$ cat config.mk
export PLATFORM = sky130hd
export DESIGN_NAME = flash_status_reporter
export DESIGN_NICKNAME = d
export VERILOG_FILES = /design/src/rtl/fsr_pkg.sv /design/src/rtl/fsr_mode_ctl.sv /design/src/rtl/fsr_toggle.sv /design/src/rtl/fsr_status_mux.sv /design/src/rtl/flash_status_reporter.sv
export SDC_FILE = /design/constraint.sdc
export NUM_CORES = 1
export LEC_CHECK = 0
export BUFFER_PORTS_ARGS = -buffer_cell sky130_fd_sc_hd__buf_4
export CAP_MARGIN = 5
export CORE_MARGIN = 5
export CORE_UTILIZATION = 45
export CTS_BUF_LIST = sky130_fd_sc_hd__clkbuf_16
export DETAILED_ROUTE_END_ITERATION = 10
export GPL_TIMING_DRIVEN = 0
export PLACE_DENSITY = 0.85
export SYNTH_ARGS = -nofsm -noshare
export SYNTH_HDL_FRONTEND = slang
export SYNTH_SLANG_ARGS = --single-unit
export TNS_END_PERCENT = 50
$ cat constraint.sdc
create_clock -name clk -period 3.18 [get_ports clk]
set_clock_uncertainty 0.15 [all_clocks]
set_input_delay 0.795 -clock clk [delete_from_list [all_inputs] [get_ports clk]]
set_output_delay 0.795 -clock clk [all_outputs]
set_load 0.02 [all_outputs]
$ cat src/rtl/fsr_pkg.sv
package fsr_pkg;
  typedef enum logic [1:0] {
    MODE_READ  = 2'd0,
    MODE_PROG  = 2'd1,
    MODE_ERASE = 2'd2,
    MODE_FAULT = 2'd3
  } mode_e;

  localparam int BYTE_W  = 8;
  localparam int BIT_POLL = 7;
  localparam int BIT_TGL  = 6;
  localparam int BIT_ERR  = 5;
endpackage

$ cat src/rtl/fsr_mode_ctl.sv
module fsr_mode_ctl
  import fsr_pkg::*;
#(
  parameter int NUM_SECT = 8
) (
  input  logic                 clk,
  input  logic                 rst_n,
  input  logic                 op_start,
  input  logic                 op_erase,
  input  logic [BYTE_W-1:0]    op_data,
  input  logic [BYTE_W-1:0]    op_cell,
  input  logic [NUM_SECT-1:0]  op_sectors,
  input  logic                 eng_done,
  input  logic                 eng_timeout,
  input  logic                 reset_cmd,
  output mode_e                mode,
  output logic                 kind_erase,
  output logic                 poll_bit,
  output logic [NUM_SECT-1:0]  sect_mask
);
  mode_e mode_q, mode_d;
  logic  kind_q, poll_q;
  logic [NUM_SECT-1:0] mask_q;
  logic  bad_prog;
  logic  take_start;

  // a program can only clear bits; any 0 -> 1 request fails at once
  assign bad_prog   = !op_erase && (|(op_data & ~op_cell));
  assign take_start = (mode_q == MODE_READ) && op_start;

  always_comb begin
    mode_d = mode_q;
    unique case (mode_q)
      MODE_READ:
        if (op_start) mode_d = bad_prog ? MODE_FAULT
                                        : (op_erase ? MODE_ERASE : MODE_PROG);
      MODE_PROG, MODE_ERASE:
        if (eng_timeout)   mode_d = MODE_FAULT;
        else if (eng_done) mode_d = MODE_READ;
      MODE_FAULT:
        if (reset_cmd) mode_d = MODE_READ;
      default: mode_d = MODE_READ;
    endcase
  end

  always_ff @(posedge clk) begin
    if (!rst_n) begin
      mode_q <= MODE_READ;
      kind_q <= 1'b0;
      poll_q <= 1'b0;
      mask_q <= '0;
    end else begin
      mode_q <= mode_d;
      if (take_start) begin
        kind_q <= op_erase;
        poll_q <= ~op_data[BIT_POLL] & ~op_erase;
        mask_q <= op_erase ? op_sectors : '0;
      end
    end
  end

  assign mode       = mode_q;
  assign kind_erase = kind_q;
  assign poll_bit   = poll_q;
  assign sect_mask  = mask_q;

  p_timeout_fault_r8: assert property (@(posedge clk) disable iff (!rst_n)
    ((mode_q == MODE_PROG || mode_q == MODE_ERASE) && eng_timeout)
      |=> (mode_q == MODE_FAULT));

  p_fault_sticky_r9: assert property (@(posedge clk) disable iff (!rst_n)
    (mode_q == MODE_FAULT && !reset_cmd) |=> (mode_q == MODE_FAULT));

  p_busy_keeps_op_r9: assert property (@(posedge clk) disable iff (!rst_n)
    (mode_q != MODE_READ) |=> ($stable(kind_q) && $stable(poll_q) && $stable(mask_q)));

  p_bad_program_r10: assert property (@(posedge clk) disable iff (!rst_n)
    (mode_q == MODE_READ && op_start && !op_erase && (|(op_data & ~op_cell)))
      |=> (mode_q == MODE_FAULT));
endmodule

$ cat src/rtl/fsr_toggle.sv
module fsr_toggle (
  input  logic clk,
  input  logic rst_n,
  input  logic active,
  input  logic adv,
  output logic tgl
);
  logic tgl_q;

  always_ff @(posedge clk) begin
    if (!rst_n)       tgl_q <= 1'b0;
    else if (!active) tgl_q <= 1'b0;
    else if (adv)     tgl_q <= ~tgl_q;
  end

  assign tgl = tgl_q;

  p_fresh_toggle_r5: assert property (@(posedge clk) disable iff (!rst_n)
    $rose(active) |-> !tgl_q);
endmodule

$ cat src/rtl/fsr_status_mux.sv
module fsr_status_mux
  import fsr_pkg::*;
#(
  parameter int ADDR_W = 18,
  parameter int SECT_W = 3
) (
  input  mode_e                      mode,
  input  logic                       kind_erase,
  input  logic                       poll_bit,
  input  logic [(1<<SECT_W)-1:0]     sect_mask,
  input  logic                       tgl,
  input  logic [ADDR_W-1:0]          addr,
  input  logic [BYTE_W-1:0]          arr_data,
  output logic [BYTE_W-1:0]          byte_out
);
  localparam int NUM_SECT = 1 << SECT_W;

  logic [SECT_W-1:0]   sect;
  logic [NUM_SECT-1:0] sect_sel;
  logic prog_like, erase_like, sect_hit, use_status;
  logic [BYTE_W-1:0] status;

  assign sect = addr[ADDR_W-1 -: SECT_W];

  for (genvar s = 0; s < NUM_SECT; s++) begin : g_sect_dec
    assign sect_sel[s] = (sect == SECT_W'(s));
  end

  assign sect_hit   = |(sect_sel & sect_mask);
  assign prog_like  = (mode == MODE_PROG)  || (mode == MODE_FAULT && !kind_erase);
  assign erase_like = (mode == MODE_ERASE) || (mode == MODE_FAULT &&  kind_erase);
  assign use_status = prog_like || (erase_like && sect_hit);

  always_comb begin
    status           = '0;
    status[BIT_POLL] = poll_bit;
    status[BIT_TGL]  = tgl;
    status[BIT_ERR]  = (mode == MODE_FAULT);
  end

  assign byte_out = use_status ? status : arr_data;
endmodule

$ cat src/rtl/flash_status_reporter.sv
module flash_status_reporter
  import fsr_pkg::*;
#(
  parameter int ADDR_W = 18,
  parameter int SECT_W = 3
) (
  input  logic                       clk,
  input  logic                       rst_n,
  input  logic                       op_start,
  input  logic                       op_erase,
  input  logic [7:0]                 op_data,
  input  logic [7:0]                 op_cell,
  input  logic [(1<<SECT_W)-1:0]     op_sectors,
  input  logic                       eng_done,
  input  logic                       eng_timeout,
  input  logic                       reset_cmd,
  input  logic                       rq_valid,
  output logic                       rq_ready,
  input  logic [ADDR_W-1:0]          rq_addr,
  input  logic [7:0]                 arr_data,
  output logic                       rs_valid,
  input  logic                       rs_ready,
  output logic [7:0]                 rs_data
);
  localparam int NUM_SECT = 1 << SECT_W;

  mode_e mode;
  logic  kind_erase, poll_bit, tgl, active, accept;
  logic [NUM_SECT-1:0] sect_mask;
  logic [BYTE_W-1:0]   next_byte;
  logic                rs_valid_q;
  logic [BYTE_W-1:0]   rs_data_q;

  assign rq_ready = !rs_valid_q || rs_ready;
  assign accept   = rq_valid && rq_ready;
  assign active   = (mode != MODE_READ);

  fsr_mode_ctl #(.NUM_SECT(NUM_SECT)) u_mode (
    .clk(clk), .rst_n(rst_n),
    .op_start(op_start), .op_erase(op_erase), .op_data(op_data),
    .op_cell(op_cell), .op_sectors(op_sectors),
    .eng_done(eng_done), .eng_timeout(eng_timeout), .reset_cmd(reset_cmd),
    .mode(mode), .kind_erase(kind_erase), .poll_bit(poll_bit),
    .sect_mask(sect_mask)
  );

  fsr_toggle u_tgl (
    .clk(clk), .rst_n(rst_n), .active(active), .adv(accept), .tgl(tgl)
  );

  fsr_status_mux #(.ADDR_W(ADDR_W), .SECT_W(SECT_W)) u_mux (
    .mode(mode), .kind_erase(kind_erase), .poll_bit(poll_bit),
    .sect_mask(sect_mask), .tgl(tgl), .addr(rq_addr),
    .arr_data(arr_data), .byte_out(next_byte)
  );

  always_ff @(posedge clk) begin
    if (!rst_n) begin
      rs_valid_q <= 1'b0;
      rs_data_q  <= '0;
    end else if (accept) begin
      rs_valid_q <= 1'b1;
      rs_data_q  <= next_byte;
    end else if (rs_ready) begin
      rs_valid_q <= 1'b0;
    end
  end

  assign rs_valid = rs_valid_q;
  assign rs_data  = rs_data_q;

  p_resp_hold_r3: assert property (@(posedge clk) disable iff (!rst_n)
    (rs_valid && !rs_ready) |=> (rs_valid && $stable(rs_data)));

  p_read_pass_r2: assert property (@(posedge clk) disable iff (!rst_n)
    (accept && mode == MODE_READ) |=> (rs_valid && rs_data == $past(arr_data)));

  p_status_low_zero_r4: assert property (@(posedge clk) disable iff (!rst_n)
    (accept && mode == MODE_PROG) |=> (rs_data[4:0] == 5'd0 && !rs_data[BIT_ERR]));
endmodule

==> results of run 1 <==
## stage by stage
| stage | area (um^2) | hold slack, ns | power (uW) | utilization [%] | std cells |
|---|---|---|---|---|---|
| 6_report | 1738 | 0.3168 | 1004 | 64.69 | 232 |
| 3_3_place_gp | 1659 | 0.2976 | 722.2 | 61.76 | 228 |
| 3_5_place_dp | 1659 | 0.3080 | 738.2 | 61.76 | 228 |
| 4_1_cts | 1738 | 0.3159 | 1004 | 64.69 | 232 |
| 2_1_floorplan | 1237 | 0.2901 | 606.8 | - | 146 |
| 5_1_grt | 1738 | 0.3461 | 1065 | 64.69 | 232 |
## final timing paths
kind | slack, ns | start | end | cells past startpoint
setup / recovery | 0.88 | rs_ready | rq_ready | 4
setup reg to reg | 1.13 | u_mode.mode[0]$_SDFFE_PN0P_ | rs_data[6]$_SDFFE_PN0P_ | 6
hold reg to reg | 0.32 | rs_data[0]$_SDFFE_PN0P_ | rs_data[0]$_SDFFE_PN0P_ | 2
hold / removal | 0.32 | rs_data[0]$_SDFFE_PN0P_ | rs_data[0]$_SDFFE_PN0P_ | 2
## kinds of logic (layout without fill, tap and decap cells)
kind of cell,count (synthesis),count (layout)
AOI/OAI and AO/OA,39,39
xor gates and xnor gates,1,1
adders and majority gates,4,4
buffers and inverters,22,77
DFF,22,22
muxes,6,6
and+or+nand+nor,52,52
## layer usage
metal / vias to the layer above / track usage, %
li1: 627 / -
met1: 585 / 18.53
met2: 53 / 31.09
met3: 8 / 4.317
met4: 0 / 7.692
met5: - / 0
## state kept, by name, indices dropped and copies added (netlist names)
signal	cells
rs_data	8
rs_valid	1
u_mode.kind_erase	1
u_mode.mode	2
u_mode.poll_bit	1
u_mode.sect_mask	8
u_tgl.tgl	1
## power by group
group / internal, uW / switching, uW / total (uW) / leakage (uW)
registers: 326 / 32.5 / 358 / 0.000180
logic: 175 / 206 / 381 / 0.000551
clock network: 168 / 96.9 / 265 / 0.0000385
## cells in the final DEF (no fill, tap or decap), types with 6 or more instances in the layout
| master | instances |
|---|---|
| buf_4 | 51 |
| dfxtp_1 | 22 |
| nand2_1 | 17 |
| inv_1 | 13 |
| nand3_1 | 13 |
| a21boi_0 | 10 |
| nand2b_1 | 6 |
| a21oi_1 | 6 |
| o31ai_1 | 6 |
## cell type report
| cell class | count | area (um^2) |
|---|---|---|
| clock buffer | 3 | 75.07 |
| timing repair buffer | 51 | 382.9 |
| clock inverter | 1 | 3.754 |
| fill | 218 | 948.4 |
| multi-input combinational | 102 | 694.4 |
| sequential | 22 | 440.4 |
| tap | 31 | 38.79 |
| buffer | 9 | 53.80 |
| inverter | 13 | 48.80 |
## critical path: cells and delay by family
| kind | cells | cell delay (ns) |
|---|---|---|
| buf+inv | 3 | 0.43 |
| simple gates | 1 | 0.12 |
==> metrics.md, run 1 <==
| Metric | Value |
|---|---|
| Skew-Pair Late Insertion Delay | `0.25 ns` |
| Critical path endpoint category | `output pin` |
| Gate Count Post-Synth | `146` |
| Number of primary I/O pins | `69` |
| Die W | `between 60 and 70 um` |
| Number of register bits inferred by synthesis | `22` |
| Critical-path cell with the highest stage delay | `buf_4` |
| Count of synthesis-stage warnings from yosys | `0` |
| WL met2 | `1.656 mm` |
| Root buffer cell | `clkbuf_16` |
| Share of cells above drive strength 1 | `32.84%` |
| CTS H-Tree Depth | `1` |
| Power per standard cell area | `between 500 and 600 nW/um^2` |
| Post-synthesis instance area | `1237 um^2` |
| Initial core utilization | `a little under half` |
| Number of standard-cell rows in the floorplan | `19` |
| EDFF count, synth | `0` |
| DRC marker count from the first detailed-route iteration | `47` |
| Number of max-cap violations | `0` |
| Number of buffers created by CTS | `3` |
| Crit Path Category | `primary input to output pin` |
| Final hold violation count | `0` |
| # port buffers | `51` |
| Die extent in y | `62.44 um` |
| Post-Route Setup TNS | `0 ns` |
| Sequential element share of the synthesized area | `35.59%` |
| Async S/R FF share, synth | `0%` |
| Flip-flop cell with the highest count after synthesis | `dfxtp_1` |
| Data arrival time of the critical path | `1.35 ns` |
| Synth Area in XOR/XNOR | `0.7078%` |
| Post-route antenna net violation count | `0` |
| Simple-gate share of the synthesized area | `22.45%` |
| DRC errors left | `0` |
| Max rail drop VDD | `between 0.3 and 0.4 mV` |
| Clock transition time at the flip-flop clock pins of the worst setup and hold paths | `0.06 ns` |
| Maximum clock frequency | `435.0 MHz` |
| Combinational family with the most area after synthesis | `compound AO/OA/AOI/OAI gates` |
| CP required | `2.23 ns` |
| Floorplan Core Area | `2686 um^2` |
| CP most frequent cell | `buf_4` |
| Min-delay worst type | `flop to flop` |
| M1 wire length | `1.360 mm` |
| Type of element launching the critical path | `primary input` |
| Aggregate global-route resource usage | `between 10% and 20%` |
| Result of the run | `finished clean` |
| Buffers from clock root to sink, at most | `2` |
| Share of Yosys cell area claimed by the top area cell type | `35.59%` |
| Post CTS Setup Buffer Count | `0` |
| Global-route wire length before repair | `between 5 and 6 mm` |
| Place WS | `0.7522 ns` |
| Minimum setup slack in the final design | `~0.88 ns` |
| Dominant cell by count in the synthesized netlist | `dfxtp_1` |
| Number of antenna violations at the first check in global routing | `0` |
| Pre-Repair DR Iteration Count | `4` |
| Mapped Nets | `roughly 210` |
| Detailed-route wire length | `3.361 mm` |
| Mux cell area share after synthesis | `6.067%` |
| Number of cells upsized or downsized after cts | `0` |
| Ratio of routed vias to standard cells | `5.487` |
| Maximum fanout encountered on the critical timing path | `8` |
| Top cells by area in the synthesized netlist | `dfxtp_1 (36%), a21boi_0 (6.1%), nand3_1 (5.3%)` |
| Cell taking the most area after synthesis | `dfxtp_1` |
| Wire length per cell | `between 10 and 15 um` |
| Routed wl met3 | `270 um` |
| Detailed Place HPWL | `2.579 mm` |
| Congestion Overflow GR | `0` |
| CTS sink count | `22` |
| Measured slew at the worst slew-check pin | `0.4498 ns` |
| Commonest cells in the netlist | `dfxtp_1 (22), nand2_1 (17), inv_1 (13), nand3_1 (13), a21boi_0 (10)` |
| Setup repair after global routing missed its margin | `no` |
| Adder and majority gate portion of the synthesized area | `4.044%` |
| Crit path largest cell delay | `approximately 0.17 ns` |
| Largest net degree at the start of global routing | `13` |
| Complex-gate fraction of the synthesized area | `between 20% and 30%` |
| Ordered cell list for the critical path | `buf_4, nand2b_1, buf_2, buf_4` |
| Headroom to the max-slew limit | `69.54%` |
| Antenna diode instance count | `0` |
| Global placer's final weighted congestion | `0.7752` |
| Reported leakage power | `0.0007704 uW` |
| Crit path time final | `2.299 ns` |
| Max-slew violations | `0` |
| Routed via count | `1273` |
| Area of the die | `roughly 3900 um^2` |
| Clock tree from TritonCTS | `done` |
| Total setup violations reported at the end of the flow | `0` |
| Library cells used by synthesis | `40` |
| Post-synthesis average cell area | `8.476 um^2` |
| Post-layout nets | `approximately 270` |
| Syn-to-layout area delta | `40.45%` |
| Number of hold buffers added after CTS | `0` |
| Highest signal layer in the routed design | `met4` |
| Number of global-route vias before repair | `1314` |
| Final period utilization | `between 70 and 80%` |
Note: power is estimated with default switching activity, not from simulation.
==> run 2: changes to the inputs <==
- CORE_UTILIZATION: 45 -> 39
- PLACE_DENSITY: 0.85 -> 0.79
- clock period: 3.18 -> 1.95 ns (I/O delays scaled with it)
==> metrics.md, run 2 (synthesis gave the netlist of run 1 again) <==
| Metric | Value |
|---|---|
| Largest net degree at the start of global routing | `13 (unchanged)` |
| Bufs and invs on worst path | `1 (-2)` |
| Number of primary I/O pins | `69 (unchanged)` |
| R2R depth | `6 (unchanged)` |
| Number of antenna violations at the first check in global routing | `0 (unchanged)` |
| Headroom to the max-slew limit | `70.52% (+0.98 points)` |
| Post CTS Setup Buffer Count | `0 (unchanged)` |
| Number of standard-cell rows in the floorplan | `20 (+1)` |
| CP required | `1.94 ns (-0.29 ns)` |
| Global placer's final weighted congestion | `0.8009 (+3.3%)` |
| Routed via count | `1229 (-3.5%)` |
| Max rail drop VDD | `0.3892 mV (+3.3%)` |
| Root buffer cell | `clkbuf_16` |
| DRC errors left | `0 (unchanged)` |
| Initial core utilization | `40.53% (-5.5 points)` |
| Pre-Repair DR Iteration Count | `4 (unchanged)` |
| Data arrival time of the critical path | `1.86 ns (+0.51 ns)` |
| Max-slew violations | `0 (unchanged)` |
| Critical-path cell with the highest stage delay | `or3b_2` |
| Capturing point of the worst reg2reg path | `u_mode.mode[0]$_SDFFE_PN0P_` |
| Ordered cell list for the critical path | `inv_1, ha_1, or3b_2, o221a_2, o21ai_0, a21oi_1` |
| Final period utilization | `approximately 96%` |
| Share of cells above drive strength 1 | `35.00% (+2.2 points)` |
| Ratio of routed vias to standard cells | `5.037 (-8.2%)` |
| DRC marker count from the first detailed-route iteration | `29 (-38%)` |
| Clock tree from TritonCTS | `done` |
| Post-route antenna net violation count | `0 (unchanged)` |
| Share of the core filled with cells in the final layout | `58.20% (-6.5 points)` |
| Cells on Worst Hold Path | `2 (unchanged)` |
| Maximum clock frequency | `534.4 MHz` |
| Number of cells upsized or downsized after cts | `2 (+2)` |
| Type of element launching the critical path | `flop` |
| Congestion Overflow GR | `0 (unchanged)` |
| Number of global-route vias before repair | `1197 (-8.9%)` |
| Power per standard cell area | `935.9 nW/um^2 (+62%)` |
| Result of the run | `finished clean` |
| Area of the die | `4400 um^2 (+13%)` |
| Buffers from clock root to sink, at most | `2 (unchanged)` |
| Measured slew at the worst slew-check pin | `0.4422 ns (-0.007566 ns)` |
| Post-layout total power | `1663 uW (+66%)` |
| Crit Path Category | `flop to flop` |
| Beginning of the worst hold path | `u_mode.sect_mask[6]$_SDFFE_PN0P_` |
| Antenna diode instance count | `0 (unchanged)` |
| Critical path endpoint category | `flop` |
| Min-Delay Endpoint | `u_mode.sect_mask[6]$_SDFFE_PN0P_` |
| Detailed-route wire length | `3.160 mm (-6.0%)` |
| Register-to-register setup slack | `0.08 ns (-1.05 ns)` |
| Detailed Place HPWL | `2.493 mm (-3.3%)` |
| Crit path largest cell delay | `0.44 ns (+0.27 ns)` |
| Floorplan Core Area | `3053 um^2 (+14%)` |
| # port buffers | `51 (unchanged)` |
| R2r startpoint | `u_mode.mode[0]$_SDFFE_PN0P_` |
| Wire length per cell | `12.95 um (-11%)` |
| Post-layout nets | `264 (-0.38%)` |
| Die extent in y | `66.33 um (+6.2%)` |
| Number of max-cap violations | `0 (unchanged)` |
| Most common library cell in the layout ignoring fill and taps | `buf_4` |
| Reported leakage power | `0.0007756 uW (+0.68%)` |
| Syn-to-layout area delta | `43.58%` |
| Clock transition time at the flip-flop clock pins of the worst setup and hold paths | `0.06 ns (about the same)` |
| Skew-Pair Late Insertion Delay | `0.25 ns (about the same)` |
| Final hold violation count | `0 (unchanged)` |
| Setup repair after global routing missed its margin | `no` |
| Commonest non-fill, non-tap cells in the layout | `buf_4 (51), dfxtp_1 (22), nand2_1 (17), inv_1 (13), nand3_1 (13)` |
| CTS H-Tree Depth | `1 (unchanged)` |
| Maximum fanout encountered on the critical timing path | `4 (-4)` |
| Number of buffers created by CTS | `3 (unchanged)` |
| Number of hold buffers added after CTS | `0 (unchanged)` |
| Die W | `66.33 um (+6.2%)` |
| Min-delay worst type | `flop to flop` |
| Crit path time final | `1.871 ns` |
| Aggregate global-route resource usage | `14.26% (-2.9 points)` |
| Global-route wire length before repair | `5.043 mm (-10%)` |
| CTS sink count | `22 (unchanged)` |
| Total setup violations reported at the end of the flow | `0 (unchanged)` |
| Delay-heaviest family, CP | `simple AND/OR/NAND/NOR gates` |
[run 2: power by group]
| part | leakage, uW | internal [uW] | switching (uW) |
|---|---|---|---|
| registers | 0.000180 | 531 | 54.9 |
| logic | 0.000557 | 296 | 346 |
| clock network | 0.0000385 | 274 | 161 |
| total | 0.000776 | 1100 | 562 |
[run 2: how the worst max path moves through the flow]
stage,startpoint,to,cells after the start,slack [ns]
floorplan,rs_ready,rs_data[6]$_SDFFE_PN0P_,6,0.03
global placement,rs_ready,rs_data[7]$_SDFFE_PN0P_,7,-0.16
detailed placement,rs_ready,rs_data[7]$_SDFFE_PN0P_,7,-0.16
CTS,u_mode.mode[0]$_SDFFE_PN0P_,rs_data[6]$_SDFFE_PN0P_,5,0.06
global route,u_mode.mode[0]$_SDFFE_PN0P_,rs_data[6]$_SDFFE_PN0P_,5,0.02
finish,u_mode.mode[0]$_SDFFE_PN0P_,u_mode.mode[0]$_SDFFE_PN0P_,6,0.08
[run 2: layout make-up]
| cell class | instances | area [um^2] |
|---|---|---|
| Clock inverter | 1 | 3.754 |
| Inverter | 13 | 48.80 |
| Sequential cell | 22 | 440.4 |
| Tap cell | 44 | 55.05 |
| Fill cell | 297 | 1276 |
| Timing Repair Buffer | 51 | 382.9 |
| Clock buffer | 3 | 75.07 |
| Multi-Input combinational cell | 102 | 720.7 |
| Buffer | 8 | 50.05 |
[run 2: tightest hold or removal path, cell delays in order (launching register included)]
cell	delay, ns
dfxtp_1	0.30
nand2_1	0.05
a21boi_0	0.06
[run 2: stage by stage]
step / cell area [um^2] / hold WS (ns) / instances / setup TNS (ns) / setup WS (ns)
6_report: 1777 / 0.3113 / 244 / 0 / 0.07879
5_1_grt: 1777 / 0.3364 / 244 / 0 / 0.01807
4_1_cts: 1758 / 0.3129 / 244 / 0 / 0.06184
3_5_place_dp: 1675 / 0.3071 / 241 / -0.4920 / -0.1599
3_3_place_gp: 1675 / 0.2981 / 241 / -0.4816 / -0.1613
2_1_floorplan: 1237 / 0.2901 / 146 / 0 / 0.03366
[run 2: per-layer routing]
layer	up-vias	share of wire, %	GRT usage [%]
li1	628	-	-
met2	33	51	26.15
met3	4	5.4	3.061
met5	-	0	0
met4	0	0.85	4.061
met1	564	42	16.34
